<file path="src/rtl/cfgsema_pkg.sv">
package cfgsema_pkg;
  localparam int SLOT_LOCK = 0;
  localparam int SLOT_ADDR = 1;
  localparam int SLOT_DATA = 2;
  localparam logic [15:0] A_CTRL = 16'h0000;

  // byte address of a lane register: lanes start at 0x10, 8 bytes apart
  function automatic logic [15:0] reg_addr(input int lane, input int slot);
    return 16'(16 + 8 * lane + 2 * slot);
  endfunction

  function automatic int en_bit(input int lane);
    return 2 * lane;
  endfunction

  function automatic int self_bit(input int lane);
    return 2 * lane + 1;
  endfunction

  function automatic int lock_bit(input int lane);
    return 8 + lane;
  endfunction
endpackage

</file>
<file path="src/rtl/cfgsema_lane.sv">
module cfgsema_lane #(
  parameter int DW = 16
) (
  input  logic          clk,
  input  logic          rst_n,
  input  logic          lock_rd,
  input  logic          data_rd,
  input  logic          data_wr,
  input  logic          addr_wr,
  input  logic          ctrl_wr,
  input  logic          ctrl_en_d,
  input  logic          ctrl_self_d,
  input  logic [DW-1:0] wdata,
  input  logic          done,
  input  logic [DW-1:0] done_data,
  output logic          lock_eff,
  output logic          lock_q,
  output logic          en_q,
  output logic          self_q,
  output logic [DW-1:0] addr_q,
  output logic [DW-1:0] data_q,
  output logic [DW-1:0] data_view,
  output logic          req_q,
  output logic          req_wr_q,
  output logic          stall,
  output logic          claim_ev,
  output logic          release_ev
);
  logic pend_q, pend_wr_q, pend_eff, data_acc, issue;

  // completion is applied before any access in the same cycle
  assign release_ev = done;
  assign lock_eff   = lock_q & ~done;
  assign claim_ev   = lock_rd & en_q & ~lock_eff;
  assign pend_eff   = pend_q & ~done;
  assign data_acc   = (data_rd | data_wr) & en_q;
  assign stall      = data_acc & pend_eff;
  assign issue      = data_acc & ~pend_eff;
  assign data_view  = en_q ? data_q : '0;

  always_ff @(posedge clk) begin
    if (!rst_n) begin
      lock_q    <= 1'b0;
      pend_q    <= 1'b0;
      pend_wr_q <= 1'b0;
      req_q     <= 1'b0;
      req_wr_q  <= 1'b0;
      en_q      <= 1'b0;
      self_q    <= 1'b0;
      addr_q    <= '0;
      data_q    <= '0;
    end else begin
      lock_q   <= claim_ev | lock_eff;
      pend_q   <= issue | pend_eff;
      req_q    <= issue;
      req_wr_q <= issue & data_wr;
      if (issue) pend_wr_q <= data_wr;
      if (ctrl_wr) begin
        en_q   <= ctrl_en_d;
        self_q <= ctrl_self_d;
      end
      if (addr_wr) addr_q <= wdata;
      if (issue && data_wr)                 data_q <= wdata;
      else if (done && pend_q && !pend_wr_q) data_q <= done_data;
    end
  end
endmodule

</file>
<file path="src/rtl/cfgsema_rdmux.sv">
module cfgsema_rdmux
  import cfgsema_pkg::*;
#(
  parameter int DW    = 16,
  parameter int LANES = 2
) (
  input  logic [15:0]         addr16,
  input  logic [LANES-1:0]    lock_eff,
  input  logic [LANES-1:0]    en,
  input  logic [LANES-1:0]    self_en,
  input  logic [LANES*DW-1:0] addr_regs,
  input  logic [LANES*DW-1:0] data_views,
  output logic [DW-1:0]       word
);
  always_comb begin
    word = '0;
    if (addr16 == A_CTRL) begin
      for (int l = 0; l < LANES; l++) begin
        word[en_bit(l)]   = en[l];
        word[self_bit(l)] = self_en[l];
        word[lock_bit(l)] = lock_eff[l];
      end
    end
    for (int l = 0; l < LANES; l++) begin
      if (addr16 == reg_addr(l, SLOT_LOCK)) word[0] = lock_eff[l];
      if (addr16 == reg_addr(l, SLOT_ADDR)) word = addr_regs[l*DW +: DW];
      if (addr16 == reg_addr(l, SLOT_DATA)) word = data_views[l*DW +: DW];
    end
  end
endmodule

</file>
<file path="src/rtl/cfgsema_top.sv">
module cfgsema_top
  import cfgsema_pkg::*;
#(
  parameter int ADDR_W = 8,
  parameter int DW     = 16,
  parameter int LANES  = 2
) (
  input  logic                clk,
  input  logic                rst_n,
  input  logic                rd_stb,
  input  logic                wr_stb,
  input  logic [ADDR_W-1:0]   addr,
  input  logic [DW-1:0]       wdata,
  output logic [DW-1:0]       rdata,
  output logic                busy,
  output logic [LANES-1:0]    lane_req,
  output logic [LANES-1:0]    lane_req_wr,
  output logic [LANES*DW-1:0] lane_cfg_addr,
  output logic [LANES*DW-1:0] lane_cfg_data,
  output logic [LANES-1:0]    lane_self_en,
  input  logic [LANES-1:0]    lane_done,
  input  logic [LANES*DW-1:0] lane_done_data
);
  logic [15:0]         addr16;
  logic [LANES-1:0]    lock_eff_vec, lock_q_vec, en_vec, stall_vec;
  logic [LANES-1:0]    claim_vec, release_vec;
  logic [LANES*DW-1:0] data_view_vec;
  logic [DW-1:0]       rd_word;
  logic                ctrl_wr;

  assign addr16  = 16'(addr);
  assign ctrl_wr = wr_stb && (addr16 == A_CTRL);

  for (genvar l = 0; l < LANES; l++) begin : g_lane
    cfgsema_lane #(.DW(DW)) u_lane (
      .clk        (clk),
      .rst_n      (rst_n),
      .lock_rd    (rd_stb && addr16 == reg_addr(l, SLOT_LOCK)),
      .data_rd    (rd_stb && addr16 == reg_addr(l, SLOT_DATA)),
      .data_wr    (wr_stb && addr16 == reg_addr(l, SLOT_DATA)),
      .addr_wr    (wr_stb && addr16 == reg_addr(l, SLOT_ADDR)),
      .ctrl_wr    (ctrl_wr),
      .ctrl_en_d  (wdata[en_bit(l)]),
      .ctrl_self_d(wdata[self_bit(l)]),
      .wdata      (wdata),
      .done       (lane_done[l]),
      .done_data  (lane_done_data[l*DW +: DW]),
      .lock_eff   (lock_eff_vec[l]),
      .lock_q     (lock_q_vec[l]),
      .en_q       (en_vec[l]),
      .self_q     (lane_self_en[l]),
      .addr_q     (lane_cfg_addr[l*DW +: DW]),
      .data_q     (lane_cfg_data[l*DW +: DW]),
      .data_view  (data_view_vec[l*DW +: DW]),
      .req_q      (lane_req[l]),
      .req_wr_q   (lane_req_wr[l]),
      .stall      (stall_vec[l]),
      .claim_ev   (claim_vec[l]),
      .release_ev (release_vec[l])
    );
  end

  cfgsema_rdmux #(.DW(DW), .LANES(LANES)) u_rdmux (
    .addr16    (addr16),
    .lock_eff  (lock_eff_vec),
    .en        (en_vec),
    .self_en   (lane_self_en),
    .addr_regs (lane_cfg_addr),
    .data_views(data_view_vec),
    .word      (rd_word)
  );

  assign busy = |stall_vec;

  always_ff @(posedge clk) begin
    if (!rst_n)      rdata <= '0;
    else if (rd_stb) rdata <= rd_word;
  end
endmodule

</file>
<file path="config.mk">
export PLATFORM = sky130hd
export DESIGN_NAME = cfgsema_top
export DESIGN_NICKNAME = d
export VERILOG_FILES = /design/src/rtl/cfgsema_pkg.sv /design/src/rtl/cfgsema_lane.sv /design/src/rtl/cfgsema_rdmux.sv /design/src/rtl/cfgsema_top.sv
export SDC_FILE = /design/constraint.sdc
export NUM_CORES = 1
export LEC_CHECK = 0
export ABC_AREA = 0
export BUFFER_PORTS_ARGS = -buffer_cell sky130_fd_sc_hd__buf_4
export CORE_AREA = 2 2 105 107
export DETAILED_ROUTE_END_ITERATION = 8
export DIE_AREA = 0 0 107 109
export MAX_ROUTING_LAYER = met4
export PLACE_DENSITY = 0.71
export SYNTH_ARGS = -nofsm -noshare
export SYNTH_HDL_FRONTEND = slang
export SYNTH_SLANG_ARGS = --single-unit
</file>
<file path="constraint.sdc">
create_clock -name clk -period 1.85 [get_ports clk]
set_input_delay 0 -clock clk [delete_from_list [all_inputs] [get_ports clk]]
set_output_delay 0 -clock clk [all_outputs]
set_load 0.1 [all_outputs]
</file>
# Yosys cells after proc, flatten, opt, wreduce, memory -nomap -nowiden
# Index checks and enable logic that the tools add are counted.
# W data, S select, Z words.
dict set report word_totals {
  mem_count 0
  input_bits 62
  register_bits 94
  ram_bits 0
  latch_bits 0
  elab_cells 88
  mem_bits_ro 0
  output_inout_bits 87
}
dict set report classes {
  eq_ne 6
  muxes 14
  div_mod_pow 0
  shift 0
  n_bitwise 28
  n_reduce_logical 21
  n_mul 0
  addsub 0
  order_cmp 0
}
# cell n
set ops {}
lappend ops {{$mux W16} 10}
lappend ops {{$eq A8 B5 Y1 const B} 6}
lappend ops {{$and A1 B1 Y1} 16}
lappend ops {{$logic_not A16 Y1} 1}
lappend ops {{$logic_and A1 B1 Y1} 15}
lappend ops {{$not A1 Y1} 6}
lappend ops {{$or A1 B1 Y1} 6}
lappend ops {{$mux W4} 1}
lappend ops {{$reduce_bool A2 Y1} 2}
lappend ops {{$logic_not A1 Y1} 2}
lappend ops {{$mux W1} 2}
lappend ops {{$mux W2} 1}
lappend ops {{$reduce_or A2 Y1} 1}

# Depth between registers and ports, before layout
# Gate-level depths: netlist (run 1).
dict set report logic_depth {
  depth_word 8
  mapped_depth 9
}

# Modules after synthesis
# Synthesis (run 1) repeated with hierarchy kept, for this count alone.
dict set report unflattened {
  cells_unflattened 565
  area_unflattened_um2 5029.8
}
# mod cells_each seq_area_each_um2 area_per_inst_um2 instances
set modules_own_cells {}
lappend modules_own_cells {cfgsema_lane 191 780.7 1714.1 2}
lappend modules_own_cells {cfgsema_rdmux 111 0.0 833.3 1}
lappend modules_own_cells {cfgsema_top 72 320.3 768.2 1}

# Worst setup path before layout (run 1)
# No wires, ideal clock.
dict set report synth_timing {
  path_kind {register to output}
  startpoint {register g_lane[1].u_lane.en_q}
  endpoint {output port busy}
  path_stages_with_launch 7
  n_path_buf 2
  path_slack_ns -0.182
  arrival_ns 2.032
  t_required_ns 1.850
  cell_sequence {dfxtp_1 and4b_1 buf_2 nand3_1 clkbuf_1 o22ai_1 o21a_1}
}
dict set report synth_between {
  elab_chain_cells 3
}
# element line_no
set synth_lines {}
lappend synth_lines {{start: declaration} cfgsema_lane.sv:18} ;# output logic en_q,
lappend synth_lines {{start signal: assignment} cfgsema_lane.sv:59} ;# en_q <= ctrl_en_d;
lappend synth_lines {{$and A1 B1 Y1} cfgsema_lane.sv:36} ;# assign data_acc = (data_rd | data_wr) & en_q;
lappend synth_lines {{$and A1 B1 Y1} cfgsema_lane.sv:37} ;# assign stall = data_acc & pend_eff;
lappend synth_lines {{$reduce_or A2 Y1} cfgsema_top.sv:73} ;# assign busy = |stall_vec;
lappend synth_lines {{end: declaration} cfgsema_top.sv:15} ;# output logic busy,
# No other way between the ends.

# Worst setup path after layout (run 1)
# Same ends and word-level chain as after synthesis.

==> impl_metrics.json, run 1 <==
{
  "grt_usage": 0.275,
  "r2r_start": "g_lane[1].u_lane.en_q",
  "critPathLaunch": "g_lane[1].u_lane.en_q",
  "power_leakage_nw": 2.84,
  "ctsHtreeMaxLevel": 3,
  "grt_remaining_overflow": 0,
  "p_switching_mw": 1.04,
  "seq_area_frac_synth": 0.407,
  "clock_latency_ns": 0.36,
  "setup_viol": 0,
  "tightest_slew_ns": 0.716,
  "coreArea_um2": 10600,
  "final_util": 0.599,
  "status": "finished clean",
  "design_power_total_mw": 3.94,
  "synthTopCellsByCount": "94 x dfxtp_1, 52 x mux2i_1, 52 x nand2_1",
  "crit_fanout": 6,
  "fin_setup_tns_ns": 0,
  "via_count": 4688,
  "clock_power_share": 0.363,
  "fmax_ghz": 0.565,
  "first_pass_iters": 4,
  "fin_skew_ns": 0.0102,
  "area_growth_pct": 37.5,
  "synth_top_area_share": 0.407,
  "required_ns": 1.85,
  "synth_top_area_cell": "dfxtp_1",
  "placementRows": 38,
  "antenna_found_initial": 0,
  "die_height_um": 109,
  "clock-sinks": 94,
  "clockBufferDepth": 2,
  "cap_violations": 0,
  "hold_viol": 0,
  "synth_area_um2": 4620,
  "final_period_minus_worst_setup_slack_ns": 1.77,
  "synthFlopType": "dfxtp_1",
  "synth_nets": 585,
  "synthCells": 523,
  "syn_area_per_cell_um2": 8.83,
  "grt_pass1_vias": 4488,
  "hp-class": "in -> reg",
  "switching_share": 0.265,
  "synth.top_cells.by_area": "dfxtp_1 41%, mux2i_1 11%, nand2_1 4.2%, a211oi_1 3.3%, nand4_1 3.3%",
  "combPwrFrac": 0.121,
  "cts_made_buffers": 9,
  "drt-total-wl_um": 15900,
  "power_density_nw_per_um2": 620,
  "dp_hpwl_um": 11100,
  "relSlewSlack": 0.522,
  "start_kind": "flop",
  "grt_max_degree": 69,
  "io_pins": 149,
  "detail_route.wl_per_cell_um": 19.4,
  "cts_tree": "done",
  "slew_violations": 0,
  "cp.arrival_ns": 1.77,
  "critPathKind": "reg -> out",
  "synthArstFlopShare": 0,
  "path_clk_slew_ns": 0.10,
  "critPathCaptureType": "primary output",
  "ys_types": 51,
  "drt_iter0_markers": 392,
  "initial_core_util": 0.436,
  "numPortBuffers": 148,
  "nets": 739,
  "ir_worst_vdd_mv": 0.427,
  "synth_seq_cells": 94,
  "die_area_um2": 11700,
  "p_int_mw": 2.89,
  "cts_root_buffer": "clkbuf_8",
  "ant_nets": 0,
  "yosysMostFrequentCell": "dfxtp_1",
  "die_w_um": 107,
  "seqPwrFrac": 0.516,
  "ys.warnings.count": 0,
  "avgViaCountPerCell": 5.70,
  "grt_pass1_wl_um": 24100,
  "final_layout_size_suffix_gt1_frac": 0.295,
  "n_antenna_cell": 0,
  "fin_crit_sh": 0.956,
  "synth_edf_count": 0,
  "drc": 0,
  "gp_congestion": 0.939,
  "worstHoldStart": "lane_done_data[12]"
}
-- worst max-delay path, stage by stage, from the launching register on --
cell     delay [ns]
dfxtp_1        0.38
and4b_2        0.30
nand3_1        0.14
o22ai_1        0.19
o21a_2         0.18
buf_6          0.22
-- power by group through the flow --
| stage | Clock [mW] | Combinational [mW] | Sequential [mW] |
|---|---|---|---|
| after global placement | 0 | 0.402 | 2.08 |
| after global routing | 1.51 | 0.500 | 2.04 |
| after CTS | 1.44 | 0.463 | 2.03 |
| final | 1.43 | 0.476 | 2.03 |
| after detailed placement | 0 | 0.405 | 2.08 |
| after floorplan | 0 | 0.156 | 2.13 |
-- state kept, by name, summed over array words and instances, names as in the netlist --
| signal | flops |
|---|---|
| g_lane.u_lane.req_q | 2 |
| g_lane.u_lane.data_q | 32 |
| g_lane.u_lane.self_q | 2 |
| g_lane.u_lane.pend_wr_q | 2 |
| g_lane.u_lane.en_q | 2 |
| g_lane.u_lane.req_wr_q | 2 |
| rdata | 16 |
| g_lane.u_lane.addr_q | 32 |
| g_lane.u_lane.pend_q | 2 |
| g_lane.u_lane.lock_q | 2 |
-- cells in the final DEF (no fill, tap or decap), types with 3 or more instances in the layout --
master         count
dfxtp_1           94
nor3b_1           10
nand4_1           24
nand2b_1           6
and3_1             3
o2111a_1           3
a21oi_1           23
nand3_1            7
dlygate4sd3_1     35
nor3_1            17
nor2_1            39
nand2_1           52
a31oi_1            3
nand3b_1           4
mux2i_1           52
o2bb2ai_1         10
o31ai_1            8
buf_12             3
o21ai_0           27
buf_4            163
nor2b_1            4
o21a_1             4
a211oi_1          20
clkbuf_8          10
o31ai_2            7
a22oi_1           10
inv_1              3
o211ai_1           6
-- cell type report --
cell class              instances  area (µm²)
well taps                     140         175
clock inverters                 6        67.6
multi-input cells             366        2430
repair buffers                202        1650
flip-flops and latches         94        1880
inverters                       4        15.0
clock buffers                  10         138
fillers                       912        4250
-- kinds of logic (layout without fill, tap and decap cells) --
family                 count (synthesis)  count (layout)  synth area share
buffers and inverters                 63             222            0.0704
multiplexers                          52              52             0.113
AND/OR/NAND/NOR                      181             181             0.202
flip-flops                            94              94             0.407
AO/OA/AOI/OAI                        133             133             0.207
-- path summary, 6_finish.rpt --
check	to	slack [ns]	cells after the start
max reg2reg	g_lane[1].u_lane.data_q[15]	0.19	5
min reg2reg	rdata[4]	0.46	2
min	g_lane[0].u_lane.data_q[12]	0.007	3
max	busy	0.08	5
-- through the flow --
step,instances,hold slack [ns],setup WS (ns),instance area [µm²]
2_1_floorplan,523,0.140,0.0876,4620
3_3_place_gp,768,0.281,0.225,5760
3_5_place_dp,768,0.288,0.116,5760
4_1_cts,818,0.000922,0.0462,6310
5_1_grt,822,0.0115,-0.0163,6350
6_report,822,0.00674,0.0807,6350
-- metal layers --
layer / share of wire / GRT usage / wire (µm) / vias to the layer above
met5: 0 / - / 0 / -
met1: 0.43 / 0.372 / 6910 / 2233
met3: 0.066 / 0.0341 / 1060 / 28
met4: 0.021 / 0.0955 / 340 / 0
met2: 0.48 / 0.426 / 7620 / 214
li1: - / - / - / 2213
-- what timing repair did --
item / 4_1_cts / 5_1_grt
resized for setup: 2 / 1
setup buffers: 0 / 3
hold endpoints to repair: 56 / 1
hold buffers: 34 / 1
endpoints found under the setup margin: 1 / 3
pin swaps: 0 / 1
Note: power is estimated with default switching activity, not from simulation.
==> run 2: changes to the inputs <==
--- a/config.mk
+++ b/config.mk
@@ -7,11 +7,11 @@
 export LEC_CHECK = 0
 export ABC_AREA = 0
 export BUFFER_PORTS_ARGS = -buffer_cell sky130_fd_sc_hd__buf_4
-export CORE_AREA = 2 2 105 107
+export CORE_AREA = 5 5 142 144
 export DETAILED_ROUTE_END_ITERATION = 8
-export DIE_AREA = 0 0 107 109
+export DIE_AREA = 0 0 147 149
 export MAX_ROUTING_LAYER = met4
-export PLACE_DENSITY = 0.71
+export SLEW_MARGIN = 25
 export SYNTH_ARGS = -nofsm -noshare
 export SYNTH_HDL_FRONTEND = slang
 export SYNTH_SLANG_ARGS = --single-unit
==> run 2 against run 1 <==
Against the previous run: register-to-register slack better by 0.09 ns; critical path type unchanged; largest cell class unchanged; largest power group unchanged; fmax increased by 0.61%; clock power up 32%; critical endpoint unchanged; sequential cell count stayed put.
==> impl_metrics.json, run 2 (same netlist as run 1, synthesis figures left out) <==
{
  "status": "finished clean",
  "grt_pass1_vias": 4527,
  "avgViaCountPerCell": 4.94,
  "setup_viol": 0,
  "clock-sinks": 94,
  "critPathKind": "reg -> out",
  "fin_skew_ns": 0.00434,
  "cts_made_buffers": 9,
  "cap_violations": 0,
  "worst_slack_ns": 0.0913,
  "p_int_mw": 3.34,
  "grt_max_degree": 77,
  "power_leakage_nw": 2.86,
  "top_regs": "g_lane.u_lane.addr_q x32, g_lane.u_lane.data_q x32, rdata x16",
  "grt_usage": 0.161,
  "worstHoldStart": "lane_done_data[0]",
  "place_ws_ns": 0.291,
  "layout.cell_area.non_filler_um2": 6470,
  "placed_cell_area_um2": 5920,
  "die_area_um2": 21900,
  "crit_fanout": 7,
  "drc": 0,
  "critPathLaunch": "g_lane[1].u_lane.en_q",
  "drt_iter0_markers": 329,
  "antenna_found_initial": 0,
  "design_power_total_mw": 4.39,
  "n_fill_cell": 1919,
  "grt_remaining_overflow": 0,
  "switching_share": 0.240,
  "area_growth_pct": 40.2,
  "grt_pass1_wl_um": 26800,
  "final_period_minus_worst_setup_slack_ns": 1.76,
  "ctsHtreeMaxLevel": 3,
  "hp-class": "in -> reg",
  "clock_latency_ns": 0.34,
  "detail_route.wl_per_cell_um": 19.4,
  "fin_crit_sh": 0.951,
  "ir_worst_vdd_mv": 0.457,
  "drt-total-wl_um": 17600,
  "n_antenna_cell": 0,
  "tightest_slew_ns": 0.746,
  "ant_nets": 0,
  "hold_path_depth": 3,
  "power_density_nw_per_um2": 678,
  "start_kind": "flop",
  "placementRows": 50,
  "hold_viol": 0,
  "initial_core_util": 0.249,
  "dp_cells": 869,
  "die_w_um": 147,
  "io_pins": 149,
  "required_ns": 1.85,
  "seqPwrFrac": 0.464,
  "path_clk_slew_ns": 0.06,
  "cts_root_buffer": "clkbuf_16",
  "final_util": 0.348,
  "gp_congestion": 0.830,
  "die_height_um": 149,
  "numPortBuffers": 148,
  "fin_cells": 910,
  "r2r_cells": 5,
  "nets": 733,
  "fmax_ghz": 0.569,
  "p_switching_mw": 1.05,
  "clockBufferDepth": 2,
  "final_layout_size_suffix_gt1_frac": 0.300,
  "via_count": 4494,
  "combPwrFrac": 0.105,
  "slew_violations": 0,
  "dp_hpwl_um": 13100,
  "first_pass_iters": 5,
  "cp.arrival_ns": 1.76,
  "coreArea_um2": 18600,
  "critPathCaptureType": "primary output",
  "relSlewSlack": 0.501,
  "clock_power_share": 0.431,
  "final_common_cell": "buf_4",
  "final_cell_mix": "168 x buf_4, 94 x dfxtp_1, 52 x mux2i_1, 52 x nand2_1, 39 x nor2_1",
  "cts_tree": "done",
  "r2r_start": "g_lane[0].u_lane.en_q"
}
[run 2: area by class of cell]
class / count / area [µm²] / area share
clock inverter: 3 / 42.5 / 0.00657
multi-input combinational: 366 / 2420 / 0.374
tap: 234 / 293 / 0.0452
sequential: 94 / 1880 / 0.291
inverter: 4 / 15.0 / 0.00232
clock buffer: 13 / 260 / 0.0402
timing repair buffer: 196 / 1560 / 0.241
[run 2: through the flow]
stage / setup TNS [ns] / hold WS [ns]
final: 0 / 0.00545
after global routing: -0.000978 / 0.0264
after floorplan: 0 / 0.140
after detailed placement: 0 / 0.296
after global placement: 0 / 0.292
after CTS: 0 / 0.00156
[run 2: layer usage]
layer	track usage	up-vias	share of wire	wire length [µm]
met4	0.0601	0	0.018	315
met3	0.0188	18	0.044	779
met1	0.221	2115	0.48	8440
li1	-	2208	-	-
met2	0.246	153	0.46	8100
met5	-	-	0	0
[run 2: what timing repair did]
item	CTS	global route
resized for setup	1	1
endpoints found under the hold margin	49	0
cloned	0	0
hold buffers	25	0
setup endpoints to repair	1	1
buffers inserted	0	0
[run 2: worst max-delay path: stages (launching register included)]
cell	delay (ns)
dfxtp_1	0.37
and4b_2	0.32
nand3_1	0.14
o22ai_1	0.18
o21a_2	0.18
buf_6	0.22
[run 2: final timing paths]
path | endpoint | slack [ns]
hold / removal | g_lane[0].u_lane.data_q[0] | 0.005
setup reg to reg | g_lane[0].u_lane.pend_wr_q | 0.28
hold reg to reg | rdata[5] | 0.45
setup / recovery | busy | 0.09
[run 2: power groups by stage]
stage	logic [mW]	clock network (mW)	registers (mW)
detailed placement	0.417	0	2.08
global route	0.494	2.03	2.03
floorplan	0.156	0	2.13
CTS	0.460	1.94	2.04
global placement	0.417	0	2.08
finish	0.463	1.89	2.04
==> run 3: changes to the inputs <==
--- a/config.mk
+++ b/config.mk
@@ -7,9 +7,9 @@
 export LEC_CHECK = 0
 export ABC_AREA = 0
 export BUFFER_PORTS_ARGS = -buffer_cell sky130_fd_sc_hd__buf_4
-export CORE_AREA = 5 5 142 144
+export CORE_AREA = 2 2 139 141
 export DETAILED_ROUTE_END_ITERATION = 8
-export DIE_AREA = 0 0 147 149
+export DIE_AREA = 0 0 141 143
 export MAX_ROUTING_LAYER = met4
 export SLEW_MARGIN = 25
 export SYNTH_ARGS = -nofsm -noshare
==> run 3 against run 2 <==
Against the previous run: die area fell by 7.9%; clock skew is 0.0049 ns higher; setup slack improved by 0.012 ns; non-clock buffer count is 1 higher; global-route usage is 1.2 points higher; clock power barely moved; critical path type unchanged; critical endpoint unchanged.
==> impl_metrics.json, run 3 (same netlist as run 1, synthesis figures left out) <==
{
  "required_ns": 1.85,
  "placementRows": 50,
  "cts_tree": "done",
  "critPathLaunch": "g_lane[1].u_lane.en_q",
  "critPathKind": "reg -> out",
  "placed_cell_area_um2": 5910,
  "n_fill_cell": 1894,
  "gp_congestion": 0.887,
  "nets": 734,
  "die_w_um": 141,
  "drt-total-wl_um": 17300,
  "ir_worst_vdd_mv": 0.471,
  "final_layout_size_suffix_gt1_frac": 0.300,
  "fin_skew_ns": 0.00927,
  "grt_pass1_vias": 4467,
  "clock_latency_ns": 0.34,
  "fmax_ghz": 0.572,
  "critPathCaptureType": "primary output",
  "final_cell_mix": "166 x buf_4, 94 x dfxtp_1, 52 x mux2i_1, 52 x nand2_1, 39 x nor2_1",
  "place_ws_ns": 0.115,
  "design_power_total_mw": 4.41,
  "avgViaCountPerCell": 4.95,
  "hold_viol": 0,
  "cts_root_buffer": "clkbuf_16",
  "coreArea_um2": 18600,
  "power_leakage_nw": 2.87,
  "status": "finished clean",
  "final_util": 0.350,
  "first_pass_iters": 5,
  "die_height_um": 143,
  "fin_hold_ws_ns": 0.00103,
  "n_antenna_cell": 0,
  "worstHoldStart": "lane_done_data[3]",
  "numPortBuffers": 148,
  "hp-class": "in -> reg",
  "drt_iter0_markers": 392,
  "cap_violations": 0,
  "final_period_minus_worst_setup_slack_ns": 1.75,
  "area_growth_pct": 40.9,
  "clockBufferDepth": 2,
  "dp_hpwl_um": 12800,
  "top_regs": "g_lane.u_lane.addr_q x32, g_lane.u_lane.data_q x32, rdata x16",
  "via_count": 4506,
  "tightest_slew_ns": 0.753,
  "rsz0062_at_grt": "no",
  "grt_remaining_overflow": 0,
  "setup_viol": 0,
  "slew_violations": 0,
  "drc": 0,
  "io_pins": 149,
  "fin_cells": 911,
  "grt_usage": 0.173,
  "path_clk_slew_ns": 0.07,
  "detail_route.wl_per_cell_um": 19.0,
  "grt_max_degree": 77,
  "ctsHtreeMaxLevel": 3,
  "cts_made_buffers": 9,
  "die_area_um2": 20200,
  "relSlewSlack": 0.496,
  "power_density_nw_per_um2": 677,
  "grt_pass1_wl_um": 26100,
  "antenna_found_initial": 0,
  "cp.arrival_ns": 1.75,
  "r2r_start": "g_lane[1].u_lane.en_q",
  "worst_slack_ns": 0.103,
  "crit_fanout": 6,
  "clock-sinks": 94,
  "dp_cells": 867,
  "final_common_cell": "buf_4",
  "fin_crit_sh": 0.944,
  "initial_core_util": 0.249,
  "ant_nets": 0,
  "start_kind": "flop",
  "fin_setup_tns_ns": 0,
  "layout.cell_area.non_filler_um2": 6510
}
-- run 3: worst max-delay path: stages, from the launching register on --
cell	delay, ns
dfxtp_1	0.37
and4b_2	0.29
nand3_2	0.15
o22ai_1	0.22
o21a_2	0.18
buf_8	0.19
-- run 3: cell type report --
class	count	area (µm²)	share of cell area
clock inverters	4	55.1	0.00846
flip-flops and latches	94	1880	0.289
clock buffers	12	246	0.0379
well taps	234	293	0.0450
multi-input cells	366	2420	0.373
repair buffers	197	1590	0.245
inverters	4	15.0	0.00231
-- run 3: power breakdown --
part           switching, mW  internal [mW]  leakage (nW)
clock                  0.803           1.09         0.143
combinational          0.282          0.193          1.96
sequential           0.00503           2.03         0.758
-- run 3: timing repair --
action / 4_1_cts / 5_1_grt
hold endpoints to repair: 51 / 0
setup buffers: 0 / 1
hold buffers: 27 / 0
gates resized for setup: 3 / 1
endpoints found under the setup margin: 1 / 1
pin swaps: 0 / 1
-- run 3: path summary, 6_finish.rpt --
path	to	slack (ns)	depth (start not counted)
hold / removal	g_lane[0].u_lane.data_q[3]	0.001	3
setup / recovery	busy	0.10	5
setup reg to reg	g_lane[1].u_lane.data_q[13]	0.17	4
hold reg to reg	rdata[4]	0.45	2
-- run 3: routing by layer --
layer | vias to the layer above | GRT usage | part of all wire
met1 | 2134 | 0.237 | 0.47
li1 | 2211 | - | -
met5 | - | - | 0
met4 | 0 | 0.0432 | 0.012
met2 | 146 | 0.265 | 0.46
met3 | 15 | 0.0325 | 0.052
